## config.mk

```make
export PLATFORM = sky130hd
export DESIGN_NAME = margin_autocal
export DESIGN_NICKNAME = d
export VERILOG_FILES = /design/src/rtl/autocal_pkg.sv /design/src/rtl/autocal_settle_timer.sv /design/src/rtl/autocal_guard_sub.sv /design/src/rtl/margin_autocal.sv
export SDC_FILE = /design/constraint.sdc
export NUM_CORES = 1
export LEC_CHECK = 0
export BUFFER_PORTS_ARGS = -buffer_cell sky130_fd_sc_hd__buf_2
export CAP_MARGIN = 5
export CORE_UTILIZATION = 54
export DETAILED_ROUTE_END_ITERATION = 12
export PLACE_DENSITY = 0.79
export SLEW_MARGIN = 15
export SYNTH_ARGS = -nofsm -noshare
export SYNTH_HDL_FRONTEND = slang
export SYNTH_HIERARCHICAL = 1
export SYNTH_SLANG_ARGS = --single-unit
export TNS_END_PERCENT = 50
```

## constraint.sdc

```tcl
create_clock -name clk -period 2.5 [get_ports clk]
set_input_delay 0.25 -clock clk [delete_from_list [all_inputs] [get_ports clk]]
set_output_delay 0.25 -clock clk [all_outputs]
set_load 0.05 [all_outputs]
```

## src/rtl/autocal_pkg.sv

```systemverilog
package autocal_pkg;
  typedef enum logic [1:0] {
    CAL_IDLE,
    CAL_SETTLE,
    CAL_SAMPLE,
    CAL_BACKOFF
  } cal_state_e;
endpackage

```

## src/rtl/autocal_settle_timer.sv

```systemverilog
module autocal_settle_timer #(
  parameter int W = 4
) (
  input  logic         clk,
  input  logic         rst,
  input  logic         load_i,
  input  logic [W-1:0] val_i,
  output logic         expired_o
);
  logic [W-1:0] cnt_q;

  always_ff @(posedge clk) begin
    if (rst)             cnt_q <= '0;
    else if (load_i)     cnt_q <= val_i;
    else if (cnt_q != 0) cnt_q <= cnt_q - 1'b1;
  end

  assign expired_o = (cnt_q == '0);

  // counter never reloads to a value larger than requested
  p_cnt_bound_r3: assert property (@(posedge clk) disable iff (rst)
    load_i |=> (cnt_q == $past(val_i)));
endmodule

```

## src/rtl/autocal_guard_sub.sv

```systemverilog
module autocal_guard_sub #(
  parameter int W = 6
) (
  input  logic [W-1:0] zero_i,
  input  logic [W-1:0] guard_i,
  output logic [W-1:0] result_o,
  output logic         uflow_o
);
  logic [W:0] diff;

  always_comb begin
    diff     = {1'b0, zero_i} - {1'b0, guard_i};
    uflow_o  = diff[W];
    result_o = diff[W] ? '0 : diff[W-1:0];
  end
endmodule

```

## src/rtl/margin_autocal.sv

```systemverilog
module margin_autocal #(
  parameter int CODE_W   = 6,
  parameter int SETTLE_W = 4
) (
  input  logic                clk,
  input  logic                rst,
  input  logic                start_i,
  input  logic [SETTLE_W-1:0] settle_i,
  input  logic [CODE_W-1:0]   guard_i,
  input  logic                mon_err_i,
  output logic [CODE_W-1:0]   code_o,
  output logic [CODE_W-1:0]   zero_code_o,
  output logic                done_o,
  output logic                busy_o,
  output logic                stat_sat_o,
  output logic                stat_uflow_o
);
  import autocal_pkg::*;

  localparam logic [CODE_W-1:0] CODE_MAX = {CODE_W{1'b1}};

  cal_state_e          state_q;
  logic                tmr_load;
  logic                tmr_expired;
  logic [CODE_W-1:0]   sub_result;
  logic                sub_uflow;

  autocal_settle_timer #(.W(SETTLE_W)) u_timer (
    .clk       (clk),
    .rst       (rst),
    .load_i    (tmr_load),
    .val_i     (settle_i),
    .expired_o (tmr_expired)
  );

  autocal_guard_sub #(.W(CODE_W)) u_sub (
    .zero_i   (zero_code_o),
    .guard_i  (guard_i),
    .result_o (sub_result),
    .uflow_o  (sub_uflow)
  );

  always_comb begin
    tmr_load = 1'b0;
    if (state_q == CAL_IDLE && start_i) tmr_load = 1'b1;
    if (state_q == CAL_SAMPLE && !mon_err_i && code_o != CODE_MAX) tmr_load = 1'b1;
  end

  always_ff @(posedge clk) begin
    if (rst) begin
      state_q      <= CAL_IDLE;
      code_o       <= '0;
      zero_code_o  <= '0;
      done_o       <= 1'b0;
      busy_o       <= 1'b0;
      stat_sat_o   <= 1'b0;
      stat_uflow_o <= 1'b0;
    end else begin
      done_o <= 1'b0;
      unique case (state_q)
        CAL_IDLE: begin
          if (start_i) begin
            code_o       <= '0;
            busy_o       <= 1'b1;
            stat_sat_o   <= 1'b0;
            stat_uflow_o <= 1'b0;
            state_q      <= CAL_SETTLE;
          end
        end
        CAL_SETTLE: begin
          if (tmr_expired) state_q <= CAL_SAMPLE;
        end
        CAL_SAMPLE: begin
          if (mon_err_i) begin
            zero_code_o <= code_o;
            state_q     <= CAL_BACKOFF;
          end else if (code_o == CODE_MAX) begin
            zero_code_o <= CODE_MAX;
            stat_sat_o  <= 1'b1;
            done_o      <= 1'b1;
            busy_o      <= 1'b0;
            state_q     <= CAL_IDLE;
          end else begin
            code_o  <= code_o + 1'b1;
            state_q <= CAL_SETTLE;
          end
        end
        CAL_BACKOFF: begin
          code_o       <= sub_result;
          stat_uflow_o <= sub_uflow;
          done_o       <= 1'b1;
          busy_o       <= 1'b0;
          state_q      <= CAL_IDLE;
        end
        default: state_q <= CAL_IDLE;
      endcase
    end
  end

  // done lasts one cycle and busy is low with it
  p_done_pulse_r9: assert property (@(posedge clk) disable iff (rst)
    done_o |=> !done_o);
  p_done_idle_r9: assert property (@(posedge clk) disable iff (rst)
    done_o |-> !busy_o);
  // search steps by exactly one element
  p_step_one_r3: assert property (@(posedge clk) disable iff (rst)
    (state_q == CAL_SAMPLE && !mon_err_i && code_o != CODE_MAX)
      |=> (code_o == $past(code_o) + 1'b1));
  // held result while idle without start
  p_hold_r10: assert property (@(posedge clk) disable iff (rst)
    (state_q == CAL_IDLE && !start_i) |=> ($stable(code_o) && $stable(stat_sat_o)
      && $stable(stat_uflow_o)));
  // clamped result is zero
  p_clamp_r7: assert property (@(posedge clk) disable iff (rst)
    (done_o && stat_uflow_o) |-> (code_o == '0));
  // saturation leaves the top code
  p_sat_top_r8: assert property (@(posedge clk) disable iff (rst)
    (done_o && stat_sat_o) |-> (code_o == CODE_MAX && !stat_uflow_o));
  // final code never above the zero-margin code
  p_below_zero_r5: assert property (@(posedge clk) disable iff (rst)
    done_o |-> (code_o <= zero_code_o));
endmodule

```

; ---- Word level (Yosys, flattened, before mapping)
; Index checks and enable logic that the tools add are counted.
[totals]
register_bits = 22
latchBits = 0
ram_bits = 0
rom_bits = 0
out_inout_bits = 16
wordCells = 67
n_memories = 0
[op_classes]
add_sub_neg = 3
n_mul = 0
div_mod_pow = 0
magnitude_cmp = 0
eq_ne = 10
shift = 0
muxes = 28
bitwise_logic = 0
n_reduce_logical = 18
[op_table]
columns = op, n
row1 = $mux W6, 6
row2 = $pmux W6 S3, 1
row3 = $reduce_and A4 Y1, 3
row4 = $mux W1, 11
row5 = $mux W4, 2
row6 = $ne A2 B2 Y1 const B, 4
row7 = $pmux W2 S4, 1
row8 = $reduce_bool A2 Y1, 4
row9 = $sub A6 B6 Y7, 1
row10 = $add A6 B1 Y6 const B, 1
row11 = $eq A6 B6 Y1 const B, 1
row12 = $mux W2, 3
row13 = $ne A6 B6 Y1 const B, 1
row14 = $pmux W1 S2, 3
row15 = $reduce_and A2 Y1, 3
row16 = $eq A2 B2 Y1 const B, 2
row17 = $logic_not A4 Y1, 1
row18 = $reduce_bool A4 Y1, 1
row19 = $sub A4 B1 Y4 const B, 1
row20 = $logic_and A1 B1 Y1, 3
row21 = $pmux W1 S3, 1
row22 = $reduce_bool A3 Y1, 1
row23 = $eq A2 B1 Y1 const B, 1
row24 = $logic_not A2 Y1, 1
row25 = other kinds (2), 2

; ---- Logic depth before layout (Yosys ltp)
; Gate-level depths: netlist of the first run.
[logic_depth]
word_depth = 5
depth_mapped = 12
ltp_nobuf = 12

; ---- By module
; Netlist of the first run, hierarchy kept.
[by_module_without_submodules]
columns = module, instances, cells_each, area_per_inst_um2
row1 = margin_autocal, 1, 111, 953.4
row2 = autocal_guard_sub, 1, 39, 300.3
row3 = autocal_settle_timer, 1, 24, 229.0

; ---- Least setup slack after synthesis of the first run
; Ideal clock, no wire load.
[synth_timing]
path_kind = reg2reg
from = reg zero_code_o[0]
to = reg code_o[1]
arrival_time_ns = 2.204
required_ns = 2.368
slack_ns = 0.164
stages_incl_launch_ff = 12
n_path_buf = 0
synth_period_minus_slack_ns = 2.336
path_cell_list = dfxtp_1 -> inv_1 -> ha_1 -> inv_1 -> fa_1 -> a211oi_2 -> o21bai_2 -> a21oi_4 -> nor2b_1 -> mux2_2 -> nand4_1 -> a21oi_1
[synth_via]
elab_chain_len = 3
[synth_rtl]
columns = element, line
row1 = "start, declared", margin_autocal.sv:12  ; output logic [CODE_W-1:0] zero_code_o,
row2 = "start signal, assigned", margin_autocal.sv:75  ; zero_code_o <= code_o;
row3 = $sub A6 B6 Y7, autocal_guard_sub.sv:12  ; diff = {1'b0, zero_i} - {1'b0, guard_i};
row4 = named net sub_uflow, margin_autocal.sv:26  ; logic sub_uflow;
row5 = $mux W6, autocal_guard_sub.sv:14  ; result_o = diff[W] ? '0 : diff[W-1:0];
row6 = named net sub_result[1], margin_autocal.sv:25  ; logic [CODE_W-1:0] sub_result;
row7 = $pmux W6 S3, margin_autocal.sv:60  ; unique case (state_q)
row8 = "end signal, assigned", margin_autocal.sv:84  ; code_o <= code_o + 1'b1;
row9 = "end signal, assigned", margin_autocal.sv:89  ; code_o <= sub_result;
row10 = "end, declared", margin_autocal.sv:11  ; output logic [CODE_W-1:0] code_o,
; The timed path passes the listed nets, and every way through them passes these cells.
; A chain may end at the register's enable or synchronous reset.

; ---- Worst setup path in the final report of the first run
; Same ends and word-level chain as after synthesis.

==> flow_metrics.tcl, run 1 <==
set metrics [dict create \
    drtIter0Drc 65 \
    power_per_cell_area_mw_per_mm2 688 \
    fin_nets 225 \
    ys_seq_elements 22 \
    fill_cells 222 \
    drt_first_pass_iters 4 \
    die_w_um 54.4 \
    synth_cells 174 \
    drt-total-wl_um 3570 \
    yosys.area_share.simple_pct 23.2 \
    dieArea_mm2 0.00296 \
    final-seq-area_um2 440 \
    ys_seq_area_share_pct 29.7 \
    grt_start_max_net_pins 27 \
    cts_num_sinks 22 \
    power.leakage_nw 0.679 \
    gr-usage-all-layers_pct 28.6 \
    synth_fa_ha_area_share_pct 8.10 \
    final-hold-violation-count 0 \
    post_cts_buffers 0 \
    synth-edff-count 0 \
    critPathMaxFanout 7 \
    cp.required_ns 2.70 \
    grt_pass1_wl_um 5980 \
    endpoint_kind "flop" \
    max_freq_mhz 429 \
    ios 30 \
    insertion_delay_ns 0.31 \
    multi_input_area_um2 953 \
    cts_hold_buffers 0 \
    initial_core_util_pct 58.3 \
    finalCritPeriodShare_pct 93.3 \
    drc 0 \
    n_antenna_cell 0 \
    port_buffers 29 \
    avgSynthCellArea_um2 8.52 \
    synth_compound_area_share_pct 27.2 \
    syn_to_final_growth_pct 11.6 \
    ys_warn_count 6 \
    hold-worst-slack_ns 0.183 \
    clock-root-buffer "clkbuf_4" \
    cap_violations 0 \
    ant_nets 0 \
    h-tree-depth 1 \
    cp-start-kind "flop" \
    synth_mux_area_share_pct 2.87 \
    hpwl_um 2700 \
    cts_tree "done" \
    vias 1446 \
    drive_above_1_share_pct 27.0 \
    synth_cell_type_count 52 \
    async_reset_ff_share_pct 0 \
    netlist_area_mm2 0.00148 \
    critical_path_arrival_ns 2.54 \
    synth_top_family_by_area "compound AO/OA/AOI/OAI gates" \
    clock_skew_ns 0.00351 \
    std_cell_rows 18 \
    synth-xor-area-share_pct 2.95 \
    crit_type "reg -> reg" \
    hp-class "in -> reg" \
    cts_resized 0 \
    max_slew.worst_pin.slew_ns 0.763 \
    cts_buffers 3 \
    ir_drop_v 0.000610 \
    via_per_inst 6.29 \
    syn_nets 197 \
    coreArea_mm2 0.00254 \
    grt_pass1_vias 1322 \
    slew_violations 0 \
    rsz0062_at_grt "no" \
    fin_tns_setup_ns 0 \
    slew-limit-headroom_pct 49.1 \
    setup_viol 0 \
    antenna_found_initial 0 \
    place.gp.congestion 0.878 \
    post-route-min-period_ns 2.33 \
    ys.flop_type "dfxtp_1" \
    status "finished clean" \
    clk_pin_slew_ns 0.11 \
    cts.path.max_buffers 2 \
    post_drt_wl_per_cell_um 15.5 \
    grt-ovfl-total 0 \
    die_y_um 54.4 \
]
-- layout make-up --
class | count | area share (%)
repair buffers | 30 | 9.22
well taps | 30 | 2.27
inverters | 13 | 2.95
clock buffers | 3 | 1.36
multi-input cells | 132 | 57.6
flip-flops and latches | 22 | 26.6
-- through the flow --
| stage | utilization (%) | area, µm² | setup WS, ns | power (W) | std cells |
|---|---|---|---|---|---|
| after floorplan | - | 1480 | 0.164 | 0.000882 | 174 |
| after global placement | 64.2 | 1630 | 0.350 | 0.000948 | 227 |
| after detailed placement | 64.2 | 1630 | 0.177 | 0.000980 | 227 |
| after CTS | 65.0 | 1660 | 0.167 | 0.00114 | 230 |
| after global routing | 65.0 | 1660 | 0.0173 | 0.00122 | 230 |
| final | 65.0 | 1660 | 0.167 | 0.00114 | 230 |
-- registers in the layout, summed over array words and instances, names as in the netlist --
register and count:
code_o 6, zero_code_o 6, u_timer/cnt_q 4, state_q 2, busy_o 1, done_o 1, stat_sat_o 1, stat_uflow_o 1
-- metal layers --
metal / vias to the layer above / GRT usage, % / wire, µm
met5: - / 0 / 0
met4: 0 / 10.3 / 65
met3: 9 / 4.44 / 206
met2: 60 / 52.2 / 1800
met1: 676 / 33.3 / 1500
li1: 701 / - / -
-- worst max-delay path: stages (launching register included) --
cell and delay (ns):
dfxtp_1 0.34, inv_1 0.05, ha_1 0.17, inv_1 0.07
fa_1 0.44, a211oi_2 0.27, o21bai_2 0.12, a21oi_4 0.24
nor2b_1 0.08, mux2_2 0.27, nand4_1 0.09, a21oi_1 0.08
-- cell usage in the layout (no fill, tap or decap), drive strengths merged, types with 2 or more instances in the layout --
| cell | Yosys | final |
|---|---|---|
| nor3 | 10 | 10 |
| and3b | 2 | 2 |
| mux2 | 2 | 2 |
| nand4 | 3 | 3 |
| nor2b | 7 | 7 |
| inv | 12 | 12 |
| o31a | 2 | 2 |
| nand3 | 6 | 6 |
| dfxtp | 22 | 22 |
| clkbuf | 3 | 3 |
| xnor2 | 5 | 5 |
| ha | 8 | 8 |
| a211oi | 3 | 3 |
| a21oi | 12 | 12 |
| nand2 | 14 | 14 |
| o221a | 6 | 6 |
| mux2i | 2 | 2 |
| o22ai | 4 | 4 |
| nor2 | 8 | 8 |
| buf | 4 | 30 |
| o21ai | 11 | 11 |
| o31ai | 3 | 3 |
| o21a | 2 | 2 |
| nand2b | 5 | 5 |
-- logic make-up after synthesis --
logic type      Yosys count
simple gates             61
flops                    22
fa+ha+maj                 9
mux                       4
compound gates           53
buf+inv                  20
xor+xnor                  5
-- final timing paths --
path / startpoint / to / slack [ns] / depth (start not counted)
setup / recovery: zero_code_o[0]$_SDFFE_PP0P_ / code_o[1]$_SDFFE_PP0P_ / 0.17 / 11
hold / removal: settle_i[1] / u_timer/cnt_q[1]$_SDFFE_PP0P_ / 0.18 / 3
setup reg to reg: zero_code_o[0]$_SDFFE_PP0P_ / code_o[1]$_SDFFE_PP0P_ / 0.17 / 11
hold reg to reg: stat_sat_o$_SDFFE_PP0P_ / stat_sat_o$_SDFFE_PP0P_ / 0.48 / 2
-- power by group --
part           switching (W)  total [W]  leakage (nW)  internal (W)
clock               0.000105   0.000162        0.0138     0.0000565
sequential         0.0000844   0.000486         0.179      0.000402
combinational       0.000266   0.000491         0.486      0.000225
total               0.000456    0.00114         0.679      0.000683
-- cell usage after synthesis (2+ instances only) --
master | count | area share (%)
o31a_1 | 2 | 1.2
nor2_1 | 7 | 1.8
a21oi_1 | 10 | 3.4
xnor2_1 | 5 | 3.0
inv_1 | 12 | 3.0
ha_1 | 8 | 6.8
a211oi_2 | 2 | 1.7
o21ai_0 | 10 | 3.4
buf_2 | 2 | 0.68
nor2b_1 | 7 | 3.0
nand4_1 | 3 | 1.3
nand3_1 | 5 | 1.7
mux2i_1 | 2 | 1.4
nand2b_1 | 5 | 2.1
nor3_1 | 8 | 2.7
o21a_1 | 2 | 1.0
o22ai_1 | 4 | 1.7
nand2_1 | 14 | 3.5
clkbuf_1 | 3 | 0.76
dfxtp_1 | 22 | 30
o31ai_1 | 3 | 1.5
o221a_2 | 6 | 4.6
nor3_2 | 2 | 1.4
mux2_2 | 2 | 1.5
Note: power is estimated with default switching activity, not from simulation.
==> run 2: changes to the inputs <==
--- a/config.mk
+++ b/config.mk
@@ -7,9 +7,11 @@
 export LEC_CHECK = 0
 export BUFFER_PORTS_ARGS = -buffer_cell sky130_fd_sc_hd__buf_2
 export CAP_MARGIN = 5
+export CORE_ASPECT_RATIO = 0.7
 export CORE_UTILIZATION = 54
 export DETAILED_ROUTE_END_ITERATION = 12
 export PLACE_DENSITY = 0.79
+export RECOVER_POWER = 100
 export SLEW_MARGIN = 15
 export SYNTH_ARGS = -nofsm -noshare
 export SYNTH_HDL_FRONTEND = slang
==> constraint.sdc (replaced) <==
create_clock -name clk -period 2.5 [get_ports clk]
set_input_delay 0.375 -clock clk [delete_from_list [all_inputs] [get_ports clk]]
set_output_delay 0.375 -clock clk [all_outputs]
set_load 0.05 [all_outputs]
==> run 2 against run 1 <==
  * Utilization rose by 0.54 points
  * Combinational power down 2%
  * Hold slack better by 0.18 ns
  * Sequential share of layout area shrank 0.10 points
  * Maximum frequency is 0.51% lower
  * Via count shrank 2.4%
  * Cell count up 2.2%
==> flow_metrics.tcl, run 2 (synthesis results as in run 1) <==
set metrics [dict create \
    placed_cell_area_mm2 0.00164 \
    n_antenna_cell 0 \
    cap_violations 0 \
    crit_path_frequent_cell "inv_1" \
    finalCritPeriodShare_pct 93.8 \
    crit_path_max_incr_delay_ns 0.44 \
    cts_buffers 3 \
    crit_chain "inv_1, ha_1, inv_1, fa_1, a211oi_2, o21bai_1, a21oi_4, nor2b_1, mux2_2, nand4_1, a21oi_1" \
    antenna_found_initial 0 \
    ant_nets 0 \
    drt-total-wl_um 3580 \
    grt-ovfl-total 0 \
    reg2reg_to "code_o[1]$_SDFFE_PP0P_" \
    ir_drop_v 0.000472 \
    slew_violations 0 \
    status "finished clean" \
    critPathMaxFanout 7 \
    pre_cts_slack_ns 0.0800 \
    grt_pass1_vias 1302 \
    cp.required_ns 2.64 \
    grt_start_max_net_pins 27 \
    cp_slowest_cell "fa_1" \
    initial_core_util_pct 58.5 \
    std_cell_rows 15 \
    post-route-min-period_ns 2.34 \
    syn_to_final_growth_pct 12.1 \
    final-hold-violation-count 0 \
    fin_tns_setup_ns 0 \
    critical_path_arrival_ns 2.49 \
    reg2reg_slack_ns 0.16 \
    design_area_mm2 0.00166 \
    grt_pass1_wl_um 5970 \
    place.gp.congestion 0.894 \
    whs_path_depth 3 \
    max_freq_mhz 427 \
    drt_first_pass_iters 4 \
    rsz0062_at_grt "no" \
    power_per_cell_area_mw_per_mm2 739 \
    drc 0 \
    insertion_delay_ns 0.27 \
    dieArea_mm2 0.00296 \
    cts.path.max_buffers 2 \
    ios 30 \
    holdPathEnd "u_timer/cnt_q[1]$_SDFFE_PP0P_" \
    setup_viol 0 \
    reg_top3 "code_o: 6 flops, zero_code_o: 6 flops, u_timer/cnt_q: 4 flops" \
    endpoint_kind "flop" \
    clk_pin_slew_ns 0.07 \
    power.leakage_nw 0.616 \
    final_cell_mix "dfxtp_1, clkbuf_1, nand2_1" \
    crit_type "reg -> reg" \
    final_common_cell "dfxtp_1" \
    gr-usage-all-layers_pct 26.7 \
    coreArea_mm2 0.00253 \
    post_cts_buffers 0 \
    h-tree-depth 1 \
    cts_tree "done" \
    fin_nets 225 \
    drive_above_1_share_pct 17.9 \
    die_w_um 64.6 \
    reg2regPathDepth 11 \
    hp-class "in -> reg" \
    via_per_inst 6.01 \
    cp-start-kind "flop" \
    post_drt_wl_per_cell_um 15.2 \
    placedCellCount 231 \
    max_slew.worst_pin.slew_ns 0.761 \
    hp-start "settle_i[1]" \
    cts_resized 0 \
    slew-limit-headroom_pct 49.2 \
    setup_slack_ns 0.155 \
    reg2reg_from "zero_code_o[0]$_SDFFE_PP0P_" \
    clock-root-buffer "clkbuf_8" \
    die_y_um 45.8 \
    hpwl_um 2670 \
    cts_hold_buffers 0 \
    clock_skew_ns 0.00394 \
    cts_num_sinks 22 \
    port_buffers 29 \
    vias 1412 \
    drtIter0Drc 136 \
    stdcell_count 235 \
]
[run 2: critical path, delay by kind of cell (launching register included)]
kind | cells | cell delay, ns
AO/OA/AOI/OAI | 4 | 0.76
buffers and inverters | 2 | 0.12
flip-flops | 1 | 0.33
multiplexers | 1 | 0.27
AND/OR/NAND/NOR | 2 | 0.15
adder cells (fa/ha/maj) | 2 | 0.59
[run 2: report_power, final]
group | total, W | internal (W) | switching [W]
clock | 0.000256 | 0.000141 | 0.000116
sequential | 0.000488 | 0.000402 | 0.0000858
combinational | 0.000483 | 0.000219 | 0.000264
[run 2: per-layer routing]
layer	track usage [%]	part of all wire (%)
met1	34.9	47
met5	0	0
met4	5.33	0.53
met2	46.1	46
met3	5.50	6.5
[run 2: final cells by class]
| cell class | count | area, µm² |
|---|---|---|
| well taps | 34 | 42.5 |
| flip-flops and latches | 22 | 440 |
| multi-input cells | 132 | 946 |
| inverters | 13 | 48.8 |
| fillers | 239 | 872 |
| clock buffers | 4 | 55.1 |
| repair buffers | 30 | 129 |
[run 2: worst max path at each step]
stage / to / slack (ns) / from
detailed placement: code_o[1]$_SDFFE_PP0P_ / 0.08 / guard_i[0]
finish: code_o[1]$_SDFFE_PP0P_ / 0.16 / zero_code_o[0]$_SDFFE_PP0P_
floorplan: code_o[1]$_SDFFE_PP0P_ / 0.16 / zero_code_o[0]$_SDFFE_PP0P_
global placement: code_o[1]$_SDFFE_PP0P_ / 0.21 / guard_i[0]
CTS: code_o[1]$_SDFFE_PP0P_ / 0.16 / zero_code_o[0]$_SDFFE_PP0P_
global route: code_o[1]$_SDFFE_PP0P_ / 0.02 / zero_code_o[0]$_SDFFE_PP0P_
[run 2: metrics by stage]
stage                     power [W]  util (%)  hold slack (ns)
after global placement     0.000952      64.6            0.454
final                       0.00123      65.6            0.362
after floorplan            0.000882         -            0.454
after detailed placement   0.000976      64.6            0.472
after global routing        0.00130      65.6            0.368
after CTS                   0.00123      66.8            0.358
==> run 3: changes to the inputs <==
--- a/config.mk
+++ b/config.mk
@@ -10,7 +10,7 @@
 export CORE_ASPECT_RATIO = 0.7
 export CORE_UTILIZATION = 54
 export DETAILED_ROUTE_END_ITERATION = 12
-export PLACE_DENSITY = 0.79
+export PLACE_DENSITY_LB_ADDON = 0.05
 export RECOVER_POWER = 100
 export SLEW_MARGIN = 15
 export SYNTH_ARGS = -nofsm -noshare
==> constraint.sdc (replaced) <==
create_clock -name clk -period 2.5 [get_ports clk]
set_input_delay 0.375 -clock clk [delete_from_list [all_inputs] [get_ports clk]]
set_output_delay 0.375 -clock clk [all_outputs]
set_load 0.005 [all_outputs]
==> run 3 against run 2 <==
  * Global-route usage fell by 0.85 points
  * Critical path depth unchanged
  * Critical endpoint unchanged
  * Non-clock buffer count stayed put
  * Die area unchanged
  * Setup slack gained 0.075 ns
  * Hold slack improved by 0.015 ns
  * Sequential power shrank 0.8%
  * Highest routed layer unchanged
  * Sequential cell count is the same
  * Register-to-register slack better by 0.07 ns
  * Cell area grew 0.23%
  * Clock-buffer cell count down 1
  * First-iteration DRC count increased by 11%
==> flow_metrics.tcl, run 3 (synthesis results as in run 1) <==
set metrics [dict create \
    post_drt_wl_per_cell_um 15.0 \
    final-hold-violation-count 0 \
    clk_pin_slew_ns 0.07 \
    cts_num_sinks 22 \
    via_per_inst 6.05 \
    ios 30 \
    antenna_found_initial 0 \
    dieArea_mm2 0.00296 \
    power_w 0.00113 \
    vias 1415 \
    status "finished clean" \
    n_antenna_cell 0 \
    cap_violations 0 \
    p_sw_share_pct 35.2 \
    ir_drop_v 0.000397 \
    power.clock.fraction_pct 18.5 \
    critPathLaunch "zero_code_o[0]$_SDFFE_PP0P_" \
    whs_path_depth 3 \
    initial_core_util_pct 58.5 \
    std_cell_rows 15 \
    drt_first_pass_iters 5 \
    syn_to_final_growth_pct 12.3 \
    ant_nets 0 \
    reg2reg_from "zero_code_o[0]$_SDFFE_PP0P_" \
    reg2regPathDepth 11 \
    clock-root-buffer "clkbuf_8" \
    grt-ovfl-total 0 \
    reg2reg_slack_ns 0.23 \
    reg2reg_to "code_o[1]$_SDFFE_PP0P_" \
    setup_viol 0 \
    drt-total-wl_um 3500 \
    cts_resized 0 \
    power_per_cell_area_mw_per_mm2 677 \
    cts_buffers 3 \
    fin_tns_setup_ns 0 \
    crit_end "code_o[1]$_SDFFE_PP0P_" \
    finalCritPeriodShare_pct 90.8 \
    seqPwrFrac_pct 42.9 \
    cts_hold_buffers 0 \
    final_common_cell "buf_2" \
    crit_type "reg -> reg" \
    drtIter0Drc 151 \
    fin_nets 225 \
    clock_skew_ns 0.00504 \
    cp-start-kind "flop" \
    cp.required_ns 2.63 \
    grt_pass1_vias 1254 \
    coreArea_mm2 0.00253 \
    post-route-min-period_ns 2.27 \
    switching_power_w 0.000396 \
    die_w_um 64.6 \
    post_cts_buffers 0 \
    grt_pass1_wl_um 5780 \
    max_slew.worst_pin.slew_ns 0.765 \
    drive_above_1_share_pct 25.0 \
    hp-class "in -> reg" \
    slew-limit-headroom_pct 48.9 \
    slew_violations 0 \
    hpwl_um 2600 \
    rsz0062_at_grt "no" \
    insertion_delay_ns 0.26 \
    critical_path_arrival_ns 2.40 \
    gr-usage-all-layers_pct 25.8 \
    final_cell_mix "buf_2, dfxtp_1, nand2_1" \
    place.gp.congestion 0.828 \
    fill_cells 222 \
    critPathMaxFanout 7 \
    port_buffers 29 \
    grt_start_max_net_pins 27 \
    die_y_um 45.8 \
    cts_tree "done" \
    p_int_w 0.000731 \
    power.leakage_nw 0.678 \
    drc 0 \
    max_freq_mhz 441 \
    p_comb_share_pct 38.6 \
    endpoint_kind "flop" \
    cts.path.max_buffers 2 \
    h-tree-depth 1 \
    reg_top3 "code_o: 6 flops, zero_code_o: 6 flops, u_timer/cnt_q: 4 flops" \
]
==> run 3: changes by cell type in the layout (fill, tap and decap cells not counted) <==
| cell | before | now |
|---|---|---|
| o21bai_2 | 0 | 1 |
| a211oi_1 | 1 | 2 |
| a211oi_2 | 2 | 1 |
| clkbuf_1 | 17 | 2 |
| o21bai_1 | 1 | 0 |
| buf_2 | 13 | 28 |
| clkbuf_8 | 4 | 3 |
==> run 3: power by group through the flow <==
stage / Sequential [W] / Combinational (W) / Clock [W]
detailed placement: 0.000491 / 0.000435 / 0
global route: 0.000497 / 0.000486 / 0.000225
finish: 0.000484 / 0.000436 / 0.000208
global placement: 0.000489 / 0.000414 / 0
CTS: 0.000482 / 0.000439 / 0.000219
floorplan: 0.000451 / 0.000379 / 0
==> run 3: worst min path at each step <==
| stage | end | slack (ns) | start |
|---|---|---|---|
| 2_1_floorplan | u_timer/cnt_q[2]$_SDFFE_PP0P_ | 0.45 | rst |
| 3_5_place_dp | stat_sat_o$_SDFFE_PP0P_ | 0.46 | stat_sat_o$_SDFFE_PP0P_ |
| 5_1_grt | u_timer/cnt_q[3]$_SDFFE_PP0P_ | 0.40 | settle_i[3] |
| 4_1_cts | u_timer/cnt_q[3]$_SDFFE_PP0P_ | 0.37 | settle_i[3] |
| 6_report | u_timer/cnt_q[3]$_SDFFE_PP0P_ | 0.38 | settle_i[3] |
| 3_3_place_gp | stat_sat_o$_SDFFE_PP0P_ | 0.45 | stat_sat_o$_SDFFE_PP0P_ |
==> run 3: through the flow <==
| step | area, µm² | util (%) | setup slack (ns) | instances | hold slack (ns) |
|---|---|---|---|---|---|
| 2_1_floorplan | 1480 | - | 0.373 | 174 | 0.454 |
| 3_3_place_gp | 1640 | 64.6 | 0.210 | 231 | 0.448 |
| 3_5_place_dp | 1640 | 64.6 | 0.148 | 231 | 0.457 |
| 4_1_cts | 1680 | 66.3 | 0.221 | 234 | 0.373 |
| 5_1_grt | 1670 | 65.7 | 0.114 | 234 | 0.396 |
| 6_report | 1670 | 65.7 | 0.230 | 234 | 0.378 |
==> run 3: layout make-up <==
class	count	area (µm²)	area share, %
Inverter	13	48.8	2.93
Multi-Input combinational cell	132	945	56.7
Tap cell	34	42.5	2.55
Clock buffer	3	41.3	2.48
Sequential cell	22	440	26.4
Timing Repair Buffer	30	148	8.87
==> run 3: worst max-delay path, cell delays in order, from the launching register on <==
cell	delay, ns
dfxtp_1	0.33
inv_1	0.06
ha_1	0.16
inv_1	0.06
fa_1	0.44
a211oi_2	0.27
o21bai_2	0.12
a21oi_4	0.23
nor2b_1	0.07
mux2_2	0.26
nand4_1	0.09
a21oi_1	0.07
==> run 3: per-layer routing <==
layer	wire (µm)	GRT usage [%]	vias up
met1	1710	36.1	660
met5	0	0	-
li1	-	-	693
met4	40	7.11	0
met3	213	4.50	6
met2	1540	41.3	56
